===== src/rtl/upd_pkg.sv =====
package upd_pkg;

  // Default widths and constants of the update generator.
  localparam int unsigned UPD_CODE_W     = 2;
  localparam int unsigned UPD_CNT_W      = 32;
  localparam int unsigned UPD_BASE_WIDTH = 12;
  localparam int unsigned UPD_STATIC_MAX = 3;

  // Largest shift a rate code of the given width can request.
  function automatic int unsigned max_div_log(input int unsigned code_w);
    return (1 << code_w) - 1;
  endfunction

  // Bits needed to count up to a value (inclusive).
  function automatic int unsigned bits_for(input int unsigned value);
    int unsigned n;
    n = 1;
    while ((1 << n) <= value) n++;
    return n;
  endfunction

endpackage


===== src/rtl/upd_rst_sync.sv =====
module upd_rst_sync (
  input  logic clk,
  input  logic rst_n,
  output logic srst_n
);

  logic [1:0] sync_q;
  logic [1:0] sync_d;

  always_comb begin
    sync_d = {sync_q[0], 1'b1};
  end

  always_ff @(posedge clk or negedge rst_n) begin
    if (!rst_n) begin
      sync_q <= '0;
    end else begin
      sync_q <= sync_d;
    end
  end

  assign srst_n = sync_q[1];

endmodule


===== src/rtl/upd_prescaler.sv =====
module upd_prescaler #(
  parameter int unsigned CODE_W = upd_pkg::UPD_CODE_W
) (
  input  logic              clk,
  input  logic              rst_n,
  input  logic              run,
  input  logic [CODE_W-1:0] shift,
  output logic              tick
);

  localparam int unsigned MAX_LOG = upd_pkg::max_div_log(CODE_W);

  generate
    if (MAX_LOG == 0) begin : g_bypass
      assign tick = run;
    end else begin : g_div
      localparam int unsigned PS_W = MAX_LOG;

      logic [PS_W-1:0] ps_q;
      logic [PS_W-1:0] ps_d;
      logic [PS_W-1:0] mask;
      logic            hit;

      always_comb begin
        mask = ~({PS_W{1'b1}} << shift);
        hit  = (ps_q == mask);
        tick = run & hit;
        if (!run) begin
          ps_d = '0;
        end else if (hit) begin
          ps_d = '0;
        end else begin
          ps_d = ps_q + PS_W'(1);
        end
      end

      always_ff @(posedge clk or negedge rst_n) begin
        if (!rst_n) begin
          ps_q <= '0;
        end else begin
          ps_q <= ps_d;
        end
      end

      // the divider phase never passes the terminal value of the selected ratio
      p_presc_range_r1: assert property (@(posedge clk) disable iff (!rst_n)
        run |-> (ps_q <= mask));
    end
  endgenerate

endmodule


===== src/rtl/upd_interval_cnt.sv =====
module upd_interval_cnt #(
  parameter int unsigned CNT_W = upd_pkg::UPD_CNT_W
) (
  input  logic             clk,
  input  logic             rst_n,
  input  logic             run,
  input  logic             tick,
  input  logic [CNT_W-1:0] limit,
  output logic             term
);

  logic [CNT_W-1:0] cnt_q;
  logic [CNT_W-1:0] cnt_d;
  logic [CNT_W-1:0] last;

  always_comb begin
    last = (limit == '0) ? '0 : (limit - CNT_W'(1));
    term = tick && (cnt_q == last);
    if (!run) begin
      cnt_d = '0;
    end else if (tick) begin
      cnt_d = term ? '0 : (cnt_q + CNT_W'(1));
    end else begin
      cnt_d = cnt_q;
    end
  end

  always_ff @(posedge clk or negedge rst_n) begin
    if (!rst_n) begin
      cnt_q <= '0;
    end else begin
      cnt_q <= cnt_d;
    end
  end

  // the tick count stays inside the programmed span
  p_cnt_bound_r1: assert property (@(posedge clk) disable iff (!rst_n)
    run |-> (cnt_q <= last));

  // a stopped counter sits at zero
  p_cnt_cleared_r8: assert property (@(posedge clk) disable iff (!rst_n)
    !run |=> (cnt_q == '0));

endmodule


===== src/rtl/upd_strobe_shaper.sv =====
module upd_strobe_shaper #(
  parameter int unsigned CODE_W     = upd_pkg::UPD_CODE_W,
  parameter int unsigned CNT_W      = upd_pkg::UPD_CNT_W,
  parameter int unsigned BASE_WIDTH = upd_pkg::UPD_BASE_WIDTH,
  parameter int unsigned STATIC_MAX = upd_pkg::UPD_STATIC_MAX
) (
  input  logic              clk,
  input  logic              rst_n,
  input  logic              run,
  input  logic              term,
  input  logic [CODE_W-1:0] nxt_code,
  input  logic [CNT_W-1:0]  nxt_limit,
  input  logic [CNT_W-1:0]  sel_limit,
  output logic              strobe,
  output logic              oe
);

  localparam int unsigned MAX_LOG = upd_pkg::max_div_log(CODE_W);
  localparam int unsigned WMAX    = BASE_WIDTH << MAX_LOG;
  localparam int unsigned WC_W    = upd_pkg::bits_for(WMAX);
  localparam int unsigned LEN_W   = CNT_W + MAX_LOG + 1;

  logic [CNT_W-1:0] lim_eff;
  logic [LEN_W-1:0] per_len;
  logic [LEN_W-1:0] raw_w;
  logic [LEN_W-1:0] cut_w;
  logic [WC_W-1:0]  load_w;
  logic             static_nxt;

  logic [WC_W-1:0]  wcnt_q, wcnt_d;
  logic             strb_q, strb_d;
  logic             stat_q, stat_d;
  logic             oe_q,   oe_d;

  // Width for the period that starts at this pulse, cut below the period.
  always_comb begin
    lim_eff    = (nxt_limit == '0) ? CNT_W'(1) : nxt_limit;
    per_len    = LEN_W'(lim_eff) << nxt_code;
    raw_w      = LEN_W'(BASE_WIDTH) << nxt_code;
    cut_w      = (raw_w >= per_len) ? (per_len - LEN_W'(1)) : raw_w;
    load_w     = WC_W'(cut_w);
    static_nxt = (sel_limit <= CNT_W'(STATIC_MAX));
  end

  always_comb begin
    wcnt_d = wcnt_q;
    strb_d = strb_q;
    stat_d = stat_q;
    oe_d   = oe_q;
    if (!run) begin
      wcnt_d = '0;
      strb_d = 1'b0;
      stat_d = 1'b0;
      oe_d   = 1'b0;
    end else begin
      oe_d   = 1'b1;
      stat_d = static_nxt;
      if (term) begin
        strb_d = 1'b1;
        wcnt_d = static_nxt ? '0 : (load_w - WC_W'(1));
      end else begin
        strb_d = (wcnt_q != '0);
        wcnt_d = (wcnt_q != '0) ? (wcnt_q - WC_W'(1)) : '0;
      end
    end
  end

  always_ff @(posedge clk or negedge rst_n) begin
    if (!rst_n) begin
      wcnt_q <= '0;
      strb_q <= 1'b0;
      stat_q <= 1'b0;
      oe_q   <= 1'b0;
    end else begin
      wcnt_q <= wcnt_d;
      strb_q <= strb_d;
      stat_q <= stat_d;
      oe_q   <= oe_d;
    end
  end

  assign strobe = strb_q | stat_q;
  assign oe     = oe_q;

  // the width countdown has run out before the next period ends
  p_gap_before_next_r4: assert property (@(posedge clk) disable iff (!rst_n)
    term |-> (wcnt_q == '0));

  // the countdown never exceeds the widest strobe
  p_width_cap_r3: assert property (@(posedge clk) disable iff (!rst_n)
    wcnt_q < WC_W'(WMAX));

  // a small active interval gives a steady high strobe
  p_static_level_r5: assert property (@(posedge clk) disable iff (!rst_n)
    (run && (sel_limit <= CNT_W'(STATIC_MAX))) |=> strobe);

  // disabling silences the strobe and drops the output enable
  p_quiet_when_off_r8: assert property (@(posedge clk) disable iff (!rst_n)
    !run |=> (!strobe && !oe));

endmodule


===== src/rtl/upd_strobe_gen.sv =====
module upd_strobe_gen #(
  parameter int unsigned    CODE_W     = upd_pkg::UPD_CODE_W,
  parameter int unsigned    CNT_W      = upd_pkg::UPD_CNT_W,
  parameter int unsigned    BASE_WIDTH = upd_pkg::UPD_BASE_WIDTH,
  parameter int unsigned    STATIC_MAX = upd_pkg::UPD_STATIC_MAX,
  parameter logic [CNT_W-1:0] RST_LIMIT = CNT_W'(32'h0000_FFFF)
) (
  input  logic              clk,
  input  logic              rst_n,
  input  logic              enable,
  input  logic [CODE_W-1:0] rate_code,
  input  logic [CNT_W-1:0]  interval,
  output logic              upd_pulse,
  output logic              strobe_out,
  output logic              strobe_oe
);

  logic              srst_n;
  logic              tick;
  logic              term;
  logic [CODE_W-1:0] act_code_q, act_code_d;
  logic [CNT_W-1:0]  act_lim_q,  act_lim_d;
  logic [CNT_W-1:0]  sel_limit;
  logic              upd_q, upd_d;

  upd_rst_sync u_rst_sync (
    .clk    (clk),
    .rst_n  (rst_n),
    .srst_n (srst_n)
  );

  upd_prescaler #(.CODE_W(CODE_W)) u_prescaler (
    .clk   (clk),
    .rst_n (srst_n),
    .run   (enable),
    .shift (act_code_q),
    .tick  (tick)
  );

  upd_interval_cnt #(.CNT_W(CNT_W)) u_interval (
    .clk   (clk),
    .rst_n (srst_n),
    .run   (enable),
    .tick  (tick),
    .limit (act_lim_q),
    .term  (term)
  );

  // Active setting is adopted only at the end of a period.
  always_comb begin
    act_code_d = term ? rate_code : act_code_q;
    act_lim_d  = term ? interval  : act_lim_q;
    sel_limit  = act_lim_d;
    upd_d      = term;
  end

  always_ff @(posedge clk or negedge srst_n) begin
    if (!srst_n) begin
      act_code_q <= '0;
      act_lim_q  <= RST_LIMIT;
      upd_q      <= 1'b0;
    end else begin
      act_code_q <= act_code_d;
      act_lim_q  <= act_lim_d;
      upd_q      <= upd_d;
    end
  end

  upd_strobe_shaper #(
    .CODE_W     (CODE_W),
    .CNT_W      (CNT_W),
    .BASE_WIDTH (BASE_WIDTH),
    .STATIC_MAX (STATIC_MAX)
  ) u_shaper (
    .clk       (clk),
    .rst_n     (srst_n),
    .run       (enable),
    .term      (term),
    .nxt_code  (rate_code),
    .nxt_limit (interval),
    .sel_limit (sel_limit),
    .strobe    (strobe_out),
    .oe        (strobe_oe)
  );

  assign upd_pulse = upd_q;

  // the active interval only moves on an update event
  p_cfg_on_update_r6: assert property (@(posedge clk) disable iff (!srst_n)
    (act_lim_q != $past(act_lim_q)) |-> upd_pulse);

  // the active code only moves on an update event
  p_code_on_update_r6: assert property (@(posedge clk) disable iff (!srst_n)
    (act_code_q != $past(act_code_q)) |-> upd_pulse);

  // no update event while disabled
  p_no_update_idle_r8: assert property (@(posedge clk) disable iff (!srst_n)
    !enable |=> !upd_pulse);

  // every pulse comes with the strobe high
  p_strobe_with_pulse_r3: assert property (@(posedge clk) disable iff (!srst_n)
    upd_pulse |-> strobe_out);

endmodule


===== config.mk =====
export PLATFORM = sky130hd
export DESIGN_NAME = upd_strobe_gen
export DESIGN_NICKNAME = d
export VERILOG_FILES = /design/src/rtl/upd_pkg.sv /design/src/rtl/upd_rst_sync.sv /design/src/rtl/upd_prescaler.sv /design/src/rtl/upd_interval_cnt.sv /design/src/rtl/upd_strobe_shaper.sv /design/src/rtl/upd_strobe_gen.sv
export SDC_FILE = /design/constraint.sdc
export NUM_CORES = 1
export LEC_CHECK = 0
export ABC_AREA = 0
export BUFFER_PORTS_ARGS = -buffer_cell sky130_fd_sc_hd__buf_4
export CELL_PAD_IN_SITES_DETAIL_PLACEMENT = 0
export CELL_PAD_IN_SITES_GLOBAL_PLACEMENT = 1
export CORE_UTILIZATION = 35
export CTS_CLUSTER_DIAMETER = 40
export DETAILED_ROUTE_END_ITERATION = 10
export PLACE_DENSITY = 0.74
export SYNTH_ARGS = -nofsm -noshare
export SYNTH_HDL_FRONTEND = slang
export SYNTH_SLANG_ARGS = --single-unit

===== constraint.sdc =====
create_clock -name clk -period 2.8 [get_ports clk]
set_clock_uncertainty 0.15 [all_clocks]
set_input_delay 0.42 -clock clk [delete_from_list [all_inputs] [get_ports clk]]
set_output_delay 0.42 -clock clk [all_outputs]
set_load 0.03 [all_outputs]

[After elaboration in Yosys (flattened, before gate mapping)]
Index checks and enable logic that the tools add are counted.
Operators by class
  add/sub/neg operators: 6
  magnitude comparators: 2
  eq/ne operators: 3
  shift-type cells: 3
  mux-type cells: 17
  bitwise operators: 3
  reduce and logical (&&, ||, !) cells: 4
Operators with widths (count)
  two-way mux 32 bit: 6
  zero test 32 bit: 2
  greater-or-equal comparator 36 bit: 1
  left shift 32 x 2 -> 36 bit: 1
  left shift 4 x 2 -> 36 bit, first input constant: 1
  two-way mux 7 bit: 5
  adder 32 x 1 -> 32 bit, second input constant: 1
  equality test 32 bit: 1
  <= comparator 32 x 2 -> 1 bit, second input constant: 1
  subtractor 32 x 1 -> 32 bit, second input constant: 1
  subtractor 7 x 1 -> 7 bit, second input constant: 3
  nonzero test 7 bit: 1
  two-way mux 3 bit: 2
  two-way mux 1 bit: 4
  adder 3 x 1 -> 3 bit, second input constant: 1
  equality test 3 bit: 1
  NOT 3 bit: 1
  left shift 3 x 2 -> 3 bit, first input constant: 1
  != test 2 x 1 -> 1 bit, second input constant: 1
  bitwise AND 1 bit: 1
  logical AND 1 bit: 1
  OR 1 bit: 1
Storage, ports and cells
  flip-flop bits (word level): 82
  input bits: 37
  output and inout bits: 3
  logic and storage cells: 48

[Logic depth before layout (Yosys ltp)]
  depth after elaboration: 10
  depth in mapped cells: 17
  mapped depth without buffers: 15

[Hierarchy]
Synthesis repeated with hierarchy kept, for this count alone.
Second synthesis, totals
  cells, all modules: 740
  area total of the unflattened synthesis: 6732.7 µm²
By module, submodules not included
  upd_interval_cnt: instances 1, cells each 444, area each 3502.1 µm², seq. area each 800.8 µm²
  upd_strobe_shaper: instances 1, cells each 201, area each 1534.0 µm², seq. area each 250.2 µm²
  upd_strobe_gen: instances 1, cells each 73, area each 1462.7 µm², seq. area each 895.9 µm²
  upd_prescaler: instances 1, cells each 19, area each 180.2 µm², seq. area each 75.1 µm²
  upd_rst_sync: instances 1, cells each 3, area each 53.8 µm², seq. area each 50.0 µm²

[Worst setup path after synthesis]
Ideal clock, no wire load.
  kind: input port to flip-flop
  start point: input interval[29]
  end point: register u_shaper.wcnt_q[6]
  library setup time: 0.120 ns
  arrival time: 3.835 ns
  data required time: 2.530 ns
  path slack: -1.305 ns
  cell stages on the path: 16
  path buffers: 1
  path through: nor4_1 -> nand4_1 -> o31a_1 -> o21ba_2 -> or2_2 -> ha_1 -> a211o_1 -> and4_1 -> o211ai_1 -> clkbuf_1 -> nand2b_1 -> ha_1 -> nand4_1 -> nor3b_1 -> xnor2_1 -> a31o_1
Between the ends
  word-level cells in the longest chain between the ends: 9
  elaborated cells between the ends (all ways): 12
  classes of those cells: add/sub: 2; order compare: 2; shift: 1; mux: 6; reduce/logical: 1
Ends and longest elaborated chain
  start: declaration: line upd_strobe_gen.sv:12  | input logic [CNT_W-1:0] interval,
  zero test 32 bit: line upd_strobe_shaper.sv:37  | lim_eff = (nxt_limit == '0) ? CNT_W'(1) : nxt_limit;
  two-way mux 32 bit: line upd_strobe_shaper.sv:37
  left shift 32 x 2 -> 36 bit: line upd_strobe_shaper.sv:38  | per_len = LEN_W'(lim_eff) << nxt_code;
  greater-or-equal comparator 36 bit / subtractor 7 x 1 -> 7 bit (equally long branches): line upd_strobe_shaper.sv:40  | cut_w = (raw_w >= per_len) ? (per_len - LEN_W'(1)) : raw_w;
  two-way mux 7 bit: line upd_strobe_shaper.sv:40
  subtractor 7 x 1 -> 7 bit: line upd_strobe_shaper.sv:60  | wcnt_d = static_nxt ? '0 : (load_w - WC_W'(1));
  two-way mux 7 bit *: line upd_strobe_shaper.sv:60
  two-way mux 7 bit *: line upd_strobe_shaper.sv:58  | if (term) begin
  two-way mux 7 bit *: line upd_strobe_shaper.sv:50  | if (!run) begin
  via u_shaper.wcnt_d[6]: line upd_strobe_shaper.sv:30  | logic [WC_W-1:0] wcnt_q, wcnt_d;
  end signal: assignment: line upd_strobe_shaper.sv:75  | wcnt_q <= wcnt_d;
  end: declaration: line upd_strobe_shaper.sv:30
Mark *: on every way through the listed nets, which the timed path passes. The rest lies on a longest branch.
A chain may end at the register's enable or synchronous reset.

[Worst setup path in the final report]
  start point: register act_lim_q[5]
  end point: register act_lim_q[20]
Between the ends
  word-level cells in the longest chain between the ends: 5
  elaborated cells between the ends (all ways): 6
  classes of those cells: add/sub: 1; eq/ne: 1; mux: 2; reduce/logical: 2
Ends and longest elaborated chain
  start: declaration: line upd_strobe_gen.sv:22  | logic [CNT_W-1:0] act_lim_q, act_lim_d;
  start signal: assignment: line upd_strobe_gen.sv:64  | act_lim_q <= act_lim_d;
  subtractor 32 x 1 -> 32 bit / zero test 32 bit (equally long branches): line upd_interval_cnt.sv:17  | last = (limit == '0) ? '0 : (limit - CNT_W'(1));
  two-way mux 32 bit *: line upd_interval_cnt.sv:17
  equality test 32 bit *: line upd_interval_cnt.sv:18  | term = tick && (cnt_q == last);
  logical AND 1 bit *: line upd_interval_cnt.sv:18
  two-way mux 32 bit *: line upd_strobe_gen.sv:52  | act_lim_d = term ? interval : act_lim_q;
  via act_lim_d[20]: line upd_strobe_gen.sv:22
Marks and branches as above.

==> impl_summary.md <==
STA
The transition time at the pin with the least slew margin is 1.03 ns. Setup violations remaining at the end of the flow were counted as 76. The final-report hold violation count is 0. The normalized max-slew margin is 0.313. The period utilization is 1.39.

Setup repair after global routing could not meet its margin everywhere. The maximum clock frequency is 257 MHz. The final-report max-slew violation count is 0. In the post-route analysis, the smallest setup slack over all paths is -1.10 ns. The worst hold-check slack is 0.0936 ns. For the finished layout, the period the worst path requires is 3.90 ns.

Clock tree
The number of clock sinks is 82. The clock tree buffer depth is 2. Clock-pin slew was measured on the worst setup and hold paths at 0.06 ns. The H-tree was split into 3 levels.

Clock tree synthesis selected as its root buffer the cell sky130_fd_sc_hd__clkbuf_16. The number of buffers added by the clock tree synthesis step is 9. The CTS tree is done.

The clock reaches the later pin of the worst-skew pair after 0.35 ns.

Synthesis
The number of distinct library cells after synthesis is 73. Counting flops with an async set or reset pin after synthesis yields a share of 1.00. For this run, the number of Yosys warnings is 0. The most area-hungry cell type in the Yosys netlist is sky130_fd_sc_hd__dfrtp_1. The register bit total from synthesis is 82. Sorting the synthesized cells by area gives the leading types as sky130_fd_sc_hd__dfrtp_1 27%, sky130_fd_sc_hd__dfstp_2 6.9%, sky130_fd_sc_hd__xnor2_1 5.2%. The combined area of all synthesized cells is 0.00609 mm². Among all cell types in the netlist, the one instantiated most often is sky130_fd_sc_hd__dfrtp_1. Counting every net in the synthesized netlist gives 747.

Synthesis produced 697 cells. For this run, the register share of the synthesized area comes to 0.340. In the synthesized netlist, the cells that appear most often are 66 x sky130_fd_sc_hd__dfrtp_1, 63 x sky130_fd_sc_hd__nand2_1, 44 x sky130_fd_sc_hd__nand3_1. In this run the mean area of a mapped cell was 8.74 µm². The fraction of post-synthesis cell area in the top cell type by area is 0.271. The most used flip-flop cell after synthesis is sky130_fd_sc_hd__dfrtp_1. In this run, synthesis inferred 0 flip-flops with an integrated enable.

Setup path
The worst path required time is 2.88 ns. Following the worst setup path forward leads to its endpoint at act_lim_q[20]. The worst register-to-register path has a depth of 12. Along the worst path, the maximum fanout reaches 7.

STA classifies the critical path startpoint as a register. The critical path is of the reg2reg type. For the worst setup path, the data arrival time is 3.98 ns. The origin of the worst setup path is act_lim_q[5]. The worst reg-to-reg setup slack is -1.10 ns.

The startpoint identified for the worst register-to-register timing path is act_lim_q[5]. STA classifies the critical path endpoint as a register. The worst reg2reg path endpoint is act_lim_q[20].

Floorplan
The core region is 0.0168 mm². The overall die height is 134 µm. The initial cell density of the core is 0.363. The total number of placement rows is 47.

The number of I/O pins is 40. The full die area is 0.0179 mm². The die is 134 µm wide.

Detailed routing
The number of DRC violations after detailed-routing iteration 0 is 479. In the final routed layout, each cell accounts on average for 17.8 µm. The routed design uses 740 µm of met3 wire. The first detailed-routing pass ran for 5 iterations.

The routed wire length on met2 is 9950 µm. The detailed router used layers up to and including met4. The detailed-route vias per instance is 5.55. The number of vias after detailed routing is 6485.

The detailed router put a total of 9590 µm of wire on met1. The count of nets left with antenna violations after detail routing is 0. In the routed design, unresolved DRC markers number 0. The post-detailed-routing wire length is 20800 µm.

Run
Max-cap violations in this run came to 0.

Finish
The number of diodes is 0. After routing the design area is 0.00971 mm². The net count reported at finish is 993. The area growth from synthesis to layout is 59.5%. The share of cells above drive strength 1 is 0.468.

Status
The checks that failed: negative setup slack. The flow ran to the end, but the final reports show violations.

Pwr
The total power is 2.88 mW. Dividing total power by cell area gives a power density of 297 mW/mm². The standby leakage power is 4.32 nW. VDD sags by at most 0.247 mV.

Placement
The placed instances occupy a cell area of 0.00816 mm². The setup slack at placement is -1.34 ns. The weighted congestion at the end of routability-driven global placement is 0.892. After legalization and detailed placement, the total HPWL measured 14500 µm. The count of buffers from port buffering is 39.

GRT
The total global-route track usage is 0.231. The wire length of the first global-routing pass is 32800 µm. The remaining global-route overflow is 0. The number of antenna violations at the first check in global routing is 0.

The number of global-route vias before repair is 6244. The maximum number of pins on one net before global-route repair is 79.

Worst hold path
The worst hold path belongs to the class in2reg.
[flip-flops by register name (all words and copies together) (netlist names)]
signal                  cells
act_lim_q                  32
u_interval.cnt_q           32
u_shaper.wcnt_q             7
u_prescaler.g_div.ps_q      3
act_code_q                  2
u_rst_sync.sync_q           2
u_shaper.oe                 1
u_shaper.stat_q             1
u_shaper.strb_q             1
upd_pulse                   1
[routing by layer]
| metal | GRT usage | vias up |
|---|---|---|
| met5 | 0 | - |
| met4 | 0.0808 | 0 |
| met3 | 0.0333 | 32 |
| met2 | 0.371 | 165 |
| met1 | 0.317 | 3197 |
| li1 | - | 3091 |
[cell families (layout without fill, tap and decap cells)]
logic type | after synthesis | after routing | share of synthesized area
compound gates | 136 | 136 | 0.155
xor+xnor | 58 | 58 | 0.0881
fa+ha+maj | 13 | 13 | 0.0267
buf+inv | 66 | 317 | 0.0456
flops | 82 | 82 | 0.340
mux | 37 | 37 | 0.0670
other cells | 1 | 1 | 0.000616
simple gates | 304 | 304 | 0.276
[metrics by stage]
stage / cells / setup TNS (ns) / utilization
2_1_floorplan: 697 / -57.02 / -
3_3_place_gp: 1109 / -90.67 / 0.487
3_5_place_dp: 1109 / -92.65 / 0.487
4_1_cts: 1153 / -76.20 / 0.551
5_1_grt: 1168 / -85.72 / 0.579
6_report: 1168 / -74.20 / 0.579
[what timing repair did]
action	CTS	global route
setup endpoints to repair	76	76
cloned	7	5
pin swaps	22	34
buffers inserted	22	11
hold buffers	1	0
resized for setup	98	62
hold endpoints to repair	2	0
[report_power, final]
part	total (mW)	switching, mW	internal, mW
Clock	1.31	0.505	0.807
Sequential	1.22	0.0256	1.19
Combinational	0.352	0.157	0.195
Total	2.88	0.687	2.19
[cell type report]
class                   instances  area [µm²]
clock buffers                  10         239
fillers                      1371        7050
flip-flops and latches         82        2080
inverters                      21        78.8
multi-input cells             549        4480
well taps                     220         275
repair buffers                280        2470
clock inverters                 6        88.8
[layout by cell type, fill, tap and decap left out, types with 6 or more instances in the layout]
cell type / instances
sky130_fd_sc_hd__xor2_1: 20
sky130_fd_sc_hd__nand2_1: 55
sky130_fd_sc_hd__nand4_1: 14
sky130_fd_sc_hd__dfrtp_1: 65
sky130_fd_sc_hd__nand3_1: 37
sky130_fd_sc_hd__buf_16: 6
sky130_fd_sc_hd__nor4_2: 10
sky130_fd_sc_hd__or3_1: 11
sky130_fd_sc_hd__xnor2_1: 34
sky130_fd_sc_hd__buf_6: 15
sky130_fd_sc_hd__or4_4: 6
sky130_fd_sc_hd__o21ai_2: 14
sky130_fd_sc_hd__and2_1: 6
sky130_fd_sc_hd__nor3_1: 20
sky130_fd_sc_hd__or4_1: 6
sky130_fd_sc_hd__nor4_1: 11
sky130_fd_sc_hd__inv_1: 19
sky130_fd_sc_hd__a21oi_1: 13
sky130_fd_sc_hd__o21ai_1: 11
sky130_fd_sc_hd__a31oi_1: 9
sky130_fd_sc_hd__buf_4: 243
sky130_fd_sc_hd__o21ai_0: 12
sky130_fd_sc_hd__nor4_4: 9
sky130_fd_sc_hd__or2_2: 9
sky130_fd_sc_hd__a221o_1: 8
sky130_fd_sc_hd__nor2_1: 41
sky130_fd_sc_hd__mux2_4: 29
sky130_fd_sc_hd__o31ai_1: 7
sky130_fd_sc_hd__clkbuf_16: 13
sky130_fd_sc_hd__nand2_4: 6
sky130_fd_sc_hd__mux2i_1: 7
sky130_fd_sc_hd__o211ai_1: 7
sky130_fd_sc_hd__ha_1: 10
sky130_fd_sc_hd__and3_1: 11
sky130_fd_sc_hd__nor2b_1: 6
sky130_fd_sc_hd__dfstp_2: 16
[worst min path at each step]
stage,end,startpoint,cells past startpoint
floorplan,u_rst_sync.sync_q[0],rst_n,0
global placement,u_rst_sync.sync_q[0],rst_n,1
detailed placement,u_rst_sync.sync_q[0],rst_n,1
CTS,u_shaper.oe,enable,1
global route,u_shaper.oe,enable,1
finish,u_shaper.oe,enable,1
[worst max-delay path, stage by stage, from the launching register on]
cell                       delay [ns]
sky130_fd_sc_hd__dfstp_2         0.36
sky130_fd_sc_hd__buf_4           0.14
sky130_fd_sc_hd__nor4_4          0.39
sky130_fd_sc_hd__nand3_1         0.29
sky130_fd_sc_hd__xor2_1          0.25
sky130_fd_sc_hd__a222oi_1        0.43
sky130_fd_sc_hd__nand4_1         0.21
sky130_fd_sc_hd__nor4_4          0.38
sky130_fd_sc_hd__and4b_1         0.26
sky130_fd_sc_hd__nor3b_4         0.24
sky130_fd_sc_hd__buf_6           0.21
sky130_fd_sc_hd__buf_12          0.16
sky130_fd_sc_hd__mux2_4          0.30
Note: power is estimated with default switching activity, not from simulation.
